## src/rtl/loader_pkg.sv

```systemverilog
// Package: shared widths and the reserved-code rule for the control word loader.
// Assumes: the word is exactly NBYTES bus-wide bytes; the layout is {phase, pd, ctrl, freq}.
package loader_pkg;
    localparam int FREQ_W  = 32;
    localparam int PHASE_W = 5;
    localparam int CTRL_W  = 2;
    localparam int BUS_W   = 8;
    localparam int WORD_W  = FREQ_W + CTRL_W + 1 + PHASE_W;
    localparam int NBYTES  = WORD_W / BUS_W;
    localparam int PTR_W   = $clog2(NBYTES + 1);
    localparam int CTRL_LO = FREQ_W;
    localparam int PD_BIT  = FREQ_W + CTRL_W;
    localparam int PH_LO   = PD_BIT + 1;

    typedef enum logic {LOAD_PAR = 1'b0, LOAD_SER = 1'b1} load_mode_t;

    localparam logic [CTRL_W-1:0] CTRL_GO_SER = '1;

    // Decide whether a control pattern must be rejected in the given mode.
    function automatic logic ctrl_reserved(input load_mode_t m, input logic [CTRL_W-1:0] c);
        if (m == LOAD_SER) return (c != '0);
        return (c != '0) && (c != CTRL_GO_SER);
    endfunction
endpackage

```

## src/rtl/strobe_edge.sv

```systemverilog
// Module: strobe_edge
// Brings an asynchronous strobe into the clk domain and emits a one-cycle pulse
// on each rising edge. Assumes: strobe high and low phases each last at least
// two clk periods so that no edge is lost.
module strobe_edge #(
    parameter int SYNC_STAGES = 2
) (
    input  logic clk,
    input  logic rst_n,
    input  logic strobe_in,
    output logic rise_pulse
);
    logic [SYNC_STAGES:0] sync_q;

    // Synchronizer chain plus one extra stage for the edge compare.
    always_ff @(posedge clk) begin
        if (!rst_n) sync_q <= '0;
        else        sync_q <= {sync_q[SYNC_STAGES-1:0], strobe_in};
    end

    assign rise_pulse = sync_q[SYNC_STAGES-1] & ~sync_q[SYNC_STAGES];

    a_r10_pulse_single: assert property (@(posedge clk) disable iff (!rst_n)
        rise_pulse |=> !rise_pulse);
endmodule

```

## src/rtl/word_assembler.sv

```systemverilog
// Module: word_assembler
// Holds the 40-bit assembly register. In byte mode a pointer selects the slot
// written by each write pulse. In bit mode the whole register shifts right and
// takes the new bit at the top, so the first bit sent ends up at bit 0.
// Assumes: write and update pulses last one cycle; mclr never clears the register.
module word_assembler
    import loader_pkg::*;
(
    input  logic              clk,
    input  logic              rst_n,
    input  logic              mclr,
    input  logic              wr_rise,
    input  logic              upd_rise,
    input  load_mode_t        mode,
    input  logic [BUS_W-1:0]  din,
    output logic [WORD_W-1:0] asm_word
);
    logic [PTR_W-1:0] ptr_q;
    logic [BUS_W-1:0] slot_q [NBYTES];
    logic             par_wr;

    assign par_wr = wr_rise && (mode == LOAD_PAR) && (ptr_q < PTR_W'(NBYTES));

    // Byte pointer: goes home on update or master clear, advances on each accepted byte.
    always_ff @(posedge clk) begin
        if (!rst_n || mclr || upd_rise) ptr_q <= '0;
        else if (par_wr)                ptr_q <= ptr_q + 1'b1;
    end

    for (genvar k = 0; k < NBYTES; k++) begin : g_slot
        logic shift_in;
        if (k == 0) begin : g_head
            assign shift_in = din[BUS_W-1];
        end else begin : g_link
            assign shift_in = slot_q[k-1][0];
        end

        // One slot: parallel store when selected, serial shift in bit mode.
        always_ff @(posedge clk) begin
            if (!rst_n)
                slot_q[k] <= '0;
            else if (par_wr && ptr_q == PTR_W'(k))
                slot_q[k] <= din;
            else if (wr_rise && mode == LOAD_SER)
                slot_q[k] <= {shift_in, slot_q[k][BUS_W-1:1]};
        end

        assign asm_word[WORD_W-1-BUS_W*k -: BUS_W] = slot_q[k];
    end

    a_r2_ptr_range: assert property (@(posedge clk) disable iff (!rst_n)
        ptr_q <= PTR_W'(NBYTES));
    a_r2_full_ignored: assert property (@(posedge clk) disable iff (!rst_n)
        (ptr_q == PTR_W'(NBYTES) && wr_rise && mode == LOAD_PAR) |=> $stable(asm_word));
    a_r3_ptr_home: assert property (@(posedge clk) disable iff (!rst_n)
        (upd_rise || mclr) |=> (ptr_q == '0));
    a_r7_asm_kept: assert property (@(posedge clk) disable iff (!rst_n)
        (mclr && !wr_rise) |=> $stable(asm_word));
endmodule

```

## src/rtl/word_applier.sv

```systemverilog
// Module: word_applier
// Copies the assembly register into the applied registers on an update pulse,
// rejects reserved control patterns with a one-cycle error, and tracks the mode.
// Assumes: update pulses last one cycle; mclr takes priority over an update.
module word_applier
    import loader_pkg::*;
(
    input  logic               clk,
    input  logic               rst_n,
    input  logic               mclr,
    input  logic               upd_rise,
    input  logic [WORD_W-1:0]  asm_word,
    output logic [FREQ_W-1:0]  freq_q,
    output logic [PHASE_W-1:0] phase_q,
    output logic               pd_q,
    output load_mode_t         mode_q,
    output logic               err_q
);
    logic [CTRL_W-1:0] ctrl;
    logic              rsv;

    assign ctrl = asm_word[CTRL_LO +: CTRL_W];
    assign rsv  = ctrl_reserved(mode_q, ctrl);

    // Applied fields and mode: cleared by reset or master clear, loaded on a legal update.
    always_ff @(posedge clk) begin
        if (!rst_n || mclr) begin
            freq_q  <= '0;
            phase_q <= '0;
            pd_q    <= 1'b0;
            mode_q  <= LOAD_PAR;
        end else if (upd_rise && !rsv) begin
            freq_q  <= asm_word[FREQ_W-1:0];
            phase_q <= asm_word[PH_LO +: PHASE_W];
            pd_q    <= asm_word[PD_BIT];
            if (mode_q == LOAD_PAR && ctrl == CTRL_GO_SER) mode_q <= LOAD_SER;
        end
    end

    // Error pulse for a rejected update.
    always_ff @(posedge clk) begin
        if (!rst_n) err_q <= 1'b0;
        else        err_q <= upd_rise && rsv && !mclr;
    end

    a_r6_err_single: assert property (@(posedge clk) disable iff (!rst_n)
        err_q |=> !err_q);
    a_r6_hold_on_reject: assert property (@(posedge clk) disable iff (!rst_n)
        (upd_rise && rsv && !mclr) |=> ($stable(freq_q) && $stable(phase_q) && $stable(pd_q)));
    a_r7_clear: assert property (@(posedge clk) disable iff (!rst_n)
        mclr |=> (freq_q == '0 && phase_q == '0 && !pd_q && mode_q == LOAD_PAR));
    a_r5_ser_sticky: assert property (@(posedge clk) disable iff (!rst_n)
        (mode_q == LOAD_SER && !mclr) |=> (mode_q == LOAD_SER));
endmodule

```

## src/rtl/tune_word_loader.sv

```systemverilog
// Module: tune_word_loader (top)
// Two strobe edge detectors, the assembly register and the apply stage.
// Assumes: mclr and din are synchronous to clk; both strobes may be asynchronous.
module tune_word_loader
    import loader_pkg::*;
(
    input  logic               clk,
    input  logic               rst_n,
    input  logic               mclr,
    input  logic               wr_strobe,
    input  logic               upd_strobe,
    input  logic [BUS_W-1:0]   din,
    output logic [FREQ_W-1:0]  freq_word,
    output logic [PHASE_W-1:0] phase_word,
    output logic               power_down,
    output logic               serial_mode,
    output logic               rsv_err
);
    logic [1:0]        strobes;
    logic [1:0]        rises;
    logic [WORD_W-1:0] asm_word;
    load_mode_t        mode;

    assign strobes = {upd_strobe, wr_strobe};

    for (genvar s = 0; s < 2; s++) begin : g_edge
        strobe_edge #(.SYNC_STAGES(2)) u_edge (
            .clk       (clk),
            .rst_n     (rst_n),
            .strobe_in (strobes[s]),
            .rise_pulse(rises[s])
        );
    end

    word_assembler u_asm (
        .clk     (clk),
        .rst_n   (rst_n),
        .mclr    (mclr),
        .wr_rise (rises[0]),
        .upd_rise(rises[1]),
        .mode    (mode),
        .din     (din),
        .asm_word(asm_word)
    );

    word_applier u_apply (
        .clk     (clk),
        .rst_n   (rst_n),
        .mclr    (mclr),
        .upd_rise(rises[1]),
        .asm_word(asm_word),
        .freq_q  (freq_word),
        .phase_q (phase_word),
        .pd_q    (power_down),
        .mode_q  (mode),
        .err_q   (rsv_err)
    );

    assign serial_mode = (mode == LOAD_SER);
endmodule

```

## config.mk

```make
export PLATFORM = sky130hd
export DESIGN_NAME = tune_word_loader
export DESIGN_NICKNAME = d
export VERILOG_FILES = /design/src/rtl/loader_pkg.sv /design/src/rtl/strobe_edge.sv /design/src/rtl/word_assembler.sv /design/src/rtl/word_applier.sv /design/src/rtl/tune_word_loader.sv
export SDC_FILE = /design/constraint.sdc
export NUM_CORES = 1
export LEC_CHECK = 0
export ABC_CLOCK_PERIOD_IN_PS = 1950
export CAP_MARGIN = 20
export CORE_ASPECT_RATIO = 0.8
export CORE_MARGIN = 10
export CORE_UTILIZATION = 35
export DETAILED_ROUTE_END_ITERATION = 7
export GPL_TIMING_DRIVEN = 0
export PLACE_DENSITY = 0.64
export SYNTH_ARGS = -nofsm -noshare
export SYNTH_HDL_FRONTEND = slang
export SYNTH_SLANG_ARGS = --single-unit
```

## constraint.sdc

```tcl
create_clock -name clk -period 1.95 [get_ports clk]
set_input_delay 0.39 -clock clk [delete_from_list [all_inputs] [get_ports clk]]
set_output_delay 0.39 -clock clk [all_outputs]
set_load 0.05 [all_outputs]
```

# Yosys cells after proc, flatten, opt, wreduce, memory -nomap -nowiden
# Memory sizes are Yosys's and may differ from the RTL's.
# Index checks and enable logic that the tools add are counted.
# word_totals
rom_bits,0
regBits,49
latch_bits,0
wordCells,98
ram_bits,40
mem_count,1
# op_classes
n_addsub,1
n_div,0
n_mux,45
n_mul,0
n_reduce_logical,21
order_cmp,1
eq_ne,6
n_shift,0
bitwise_logic,15
# memory_table
name,words,word_bits,rd,rd_clocked_by_memory_dff,wr,line_no,source
u_asm.slot_q,5,8,5,0,5,word_assembler.sv:19,logic [BUS_W-1:0] slot_q [NBYTES];
# ops
cell,n
$mux 8,10
$mux 1,35
$logic_and 1x1->1,13
$or 1x1->1,10
$eq 3x2->1 const B,2
$add 3x1->3 const B,1
$eq 3x1->1 const B,1
$eq 3x3->1 const B,1
$logic_not 1->1,3
$logic_not 3->1,1
$lt 3x3->1 const B,1
$not 1->1,3
$and 1x1->1,2
$eq 2x2->1 const B,1
$logic_or 1x1->1,2
$ne 2x2->1 const B,1
$reduce_and 2->1,1
$reduce_bool 2->1,1

# Depth between registers and ports, before layout
# logic_depth
depth_word,10
depth_mapped,7

# Cells and area by module
# From an unflattened synthesis, not the netlist that was laid out.
# unflattened
cells_unflattened,385
hier_area_um2,4086.4
# by_module_without_submodules
module,cells_per_inst,instances,area_each_um2
word_assembler,175,1,2148.3
word_applier,196,1,1752.9
strobe_edge,7,2,92.6

# Least setup slack after synthesis
# Ideal clock, no wire load.
# synth_timing
path_kind,register -> register
startpoint,register u_apply.mode_q
endpoint,memory u_asm.slot_q[1][0] (enable)
arrival_ns,1.826
path_stages_with_launch,5
setup_slack_ns,-0.260
path_cell_list,dfxtp_1 > buf_4 > clkbuf_1 > a21oi_1 > o21ai_0
# synth_lines
item,line_no,source
start: declaration,word_applier.sv:16,"output load_mode_t mode_q,"
start signal: assignment,word_applier.sv:31,mode_q <= LOAD_PAR;
start signal: assignment,word_applier.sv:36,if (mode_q == LOAD_PAR && ctrl == CTRL_GO_SER) mode_q <= LOAD_SER;
end: declaration,word_assembler.sv:19,

# Final worst setup path
# layout_timing
startpoint,register u_apply.freq_q[7] (read register of u_asm.slot_q)
endpoint,output port freq_word[7]
# layout_lines
item,line_no,source
start: declaration,word_applier.sv:13,"output logic [FREQ_W-1:0] freq_q,"
end: declaration,tune_word_loader.sv:13,"output logic [FREQ_W-1:0] freq_word,"
# No word-level cell between the ends.

==> flow_metrics.py <==
metrics = {
    "outcome": {
        "status": "completed",
    },
    "die": {
        "ioPinCount": 53,
        "die_w_um": 141.2,
        "rows": 35,
        "die_h_um": 117.0,
        "initial_utilization": 0.3571,
        "die-area_um2": 16510,
        "core_area_um2": 11520,
    },
    "routing": {
        "drc": 0,
        "vias": 3285,
        "drt-total-wl_um": 11180,
        "wl_per_cell_um": 18.75,
        "via_per_inst": 5.512,
        "dr.first_iter.drc_count": 265,
        "ant_nets": 0,
        "dr.pass1.iters": 5,
    },
    "clock_tree": {
        "clk_path_buf_depth": 2,
        "clk_latency_ns": 0.35,
        "cts_buffers": 9,
        "cts.clk_slew.worst_paths_ns": 0.06,
        "htreeDepth": 3,
        "cts.sink_count": 89,
        "root_buffer": "clkbuf_16",
        "cts_tree": "built",
    },
    "setup_path": {
        "arrival_ns": 1.53,
        "cpPeakStageDelay_ns": 0.82,
        "crit_chain": "clkdlybuf4s50_1",
        "critPathBufInv": 1,
        "cp-start-kind": "flop",
        "endpoint_kind": "output port",
        "cp.required_ns": 1.56,
        "slowest_stage": "clkdlybuf4s50_1",
        "criticalPathCategory": "reg2out",
        "cpLargestDelayFamily": "buffers and inverters",
        "crit_fanout": 2,
    },
    "sta": {
        "max_freq_mhz": 520.8,
        "hold_ws_ns": 0.4330,
        "hold_viol": 0,
        "skew_ns": 0.006659,
        "tightest_slew_ns": 0.6176,
        "fin_ws_ns": 0.02971,
        "slew_headroom": 0.5883,
        "min_period_over_period": 0.9848,
        "grt_setup_unrepaired": "false",
        "period_needed_ns": 1.920,
        "slew_viol_final": 0,
        "setup_viol": 0,
    },
    "global_route": {
        "grt_overflow": 0,
        "grt_pass1_wl_um": 17930,
        "grt_max_degree": 16,
        "antenna_found_initial": 0,
        "grtUsageTotal": 0.1366,
        "grt_pass1_vias": 3281,
    },
    "cells_and_area": {
        "area_growth_syn_to_layout_pct": 26.19,
        "fin_nets": 463,
        "final_util": 0.4506,
        "post-route-cell-area_um2": 5190,
        "layout.cells.most_common_list": "dfxtp_1 (48), clkdlybuf4s50_1 (48), edfxtp_1 (40)",
        "drive_gt1_frac": 0.1228,
        "antenna_cells": 0,
    },
    "pwr": {
        "p_leak_uw": 0.001739,
        "ir_worst_vdd_v": 0.0004147,
        "p_per_area_nw_per_um2": 796.2,
    },
    "placed_design": {
        "placed_cell_area_um2": 4818,
        "place_ws_ns": -0.2113,
        "port_buffers": 52,
        "place_hpwl_um": 8143,
        "gp_congestion": 0.8336,
    },
    "min_path": {
        "hold_path.class": "reg2reg",
    },
    "logic_synthesis": {
        "ys_warn_count": 0,
        "synth-seq-area-share": 0.5306,
        "synthesis.nets": 399,
        "ys_types": 36,
        "netlist_instances": 379,
        "synth_area_um2": 4113,
        "synth_ff_type": "dfxtp_1",
        "synth_edf_count": 40,
        "synthArstFlopShare": 0,
        "ys_ff_latch": 89,
        "postSynthAreaPerCell_um2": 10.85,
    },
    "job": {
        "timing.max_cap.violations": 0,
    },
}
[sequential cells by signal, indices dropped and copies added, names as in the netlist]
register / cells
u_asm.slot_q: 40
u_apply.freq_q: 32
g_edge.u_edge.sync_q: 6
u_apply.phase_q: 5
u_asm.ptr_q: 3
u_apply.err_q: 1
u_apply.mode_q: 1
u_apply.pd_q: 1
[synthesized netlist by cell type (9+ instances only)]
master,count,share of area
nand4_1,38,0.058
nand3b_1,9,0.016
nand2_1,21,0.019
dfxtp_1,49,0.24
edfxtp_1,40,0.29
o31ai_1,38,0.069
a21oi_1,16,0.019
o21ai_0,12,0.015
buf_2,13,0.016
a22o_1,23,0.049
clkbuf_1,16,0.015
a21boi_1,38,0.069
[worst register-to-register path, stage by stage, from the launching register on]
cell and delay (ns):
dfxtp_1 0.45, inv_1 0.14, ha_1 0.24, nor4bb_2 0.18, buf_4 0.15, o21ai_0 0.18
nand2_2 0.18
[cell type report]
| class | count | area (um^2) |
|---|---|---|
| Tap cell | 148 | 185.2 |
| Sequential cell | 89 | 2183 |
| Inverter | 5 | 18.77 |
| Clock buffer | 11 | 252.7 |
| Fill cell | 1086 | 6327 |
| Timing Repair Buffer | 53 | 534.3 |
| Multi-Input combinational cell | 243 | 1702 |
| Buffer | 42 | 251.5 |
| Clock inverter | 5 | 62.56 |
[routing by layer]
layer | track usage | part of all wire
met5 | 0 | 0
met4 | 0.03503 | 0.0086
met3 | 0.04435 | 0.065
met1 | 0.1828 | 0.49
met2 | 0.2082 | 0.44
[power breakdown]
part	internal, uW	switching, uW
sequential	1990	29.1
clock	1070	752
combinational	91.8	199
total	3150	980
[final timing paths]
check,start,to,slack (ns),cells past startpoint
worst max-delay path,u_apply.freq_q[7],freq_word[7],0.03,1
worst min register to register,g_edge[0].u_edge.sync_q[0],g_edge[0].u_edge.sync_q[1],0.43,1
worst min-delay path,g_edge[0].u_edge.sync_q[0],g_edge[0].u_edge.sync_q[1],0.43,1
worst max register to register,u_asm.ptr_q[1],u_asm.slot_q[4][2],0.13,6
[stage by stage]
stage / total power, uW / std cells / setup TNS, ns
floorplan: 2219 / 379 / -0.7548
global placement: 2335 / 579 / -6.864
detailed placement: 2341 / 579 / -11.26
CTS: 4148 / 595 / 0
global route: 4270 / 596 / 0
finish: 4132 / 596 / 0
[cell families (layout without fill, tap and decap cells)]
group / Yosys count / count (layout) / share of synthesized area
AOI/OAI and AO/OA: 134 / 134 / 0.2340
and+or+nand+nor: 102 / 102 / 0.1491
DFF: 89 / 89 / 0.5306
buffers and inverters: 47 / 116 / 0.06511
adders and majority gates: 7 / 7 / 0.02130
[timing repair]
item,CTS,global route
gates resized for setup,6,9
cloned,0,0
setup endpoints to repair,41,25
hold buffers,0,0
setup buffers,0,1
(Power assumes the default switching activity.)
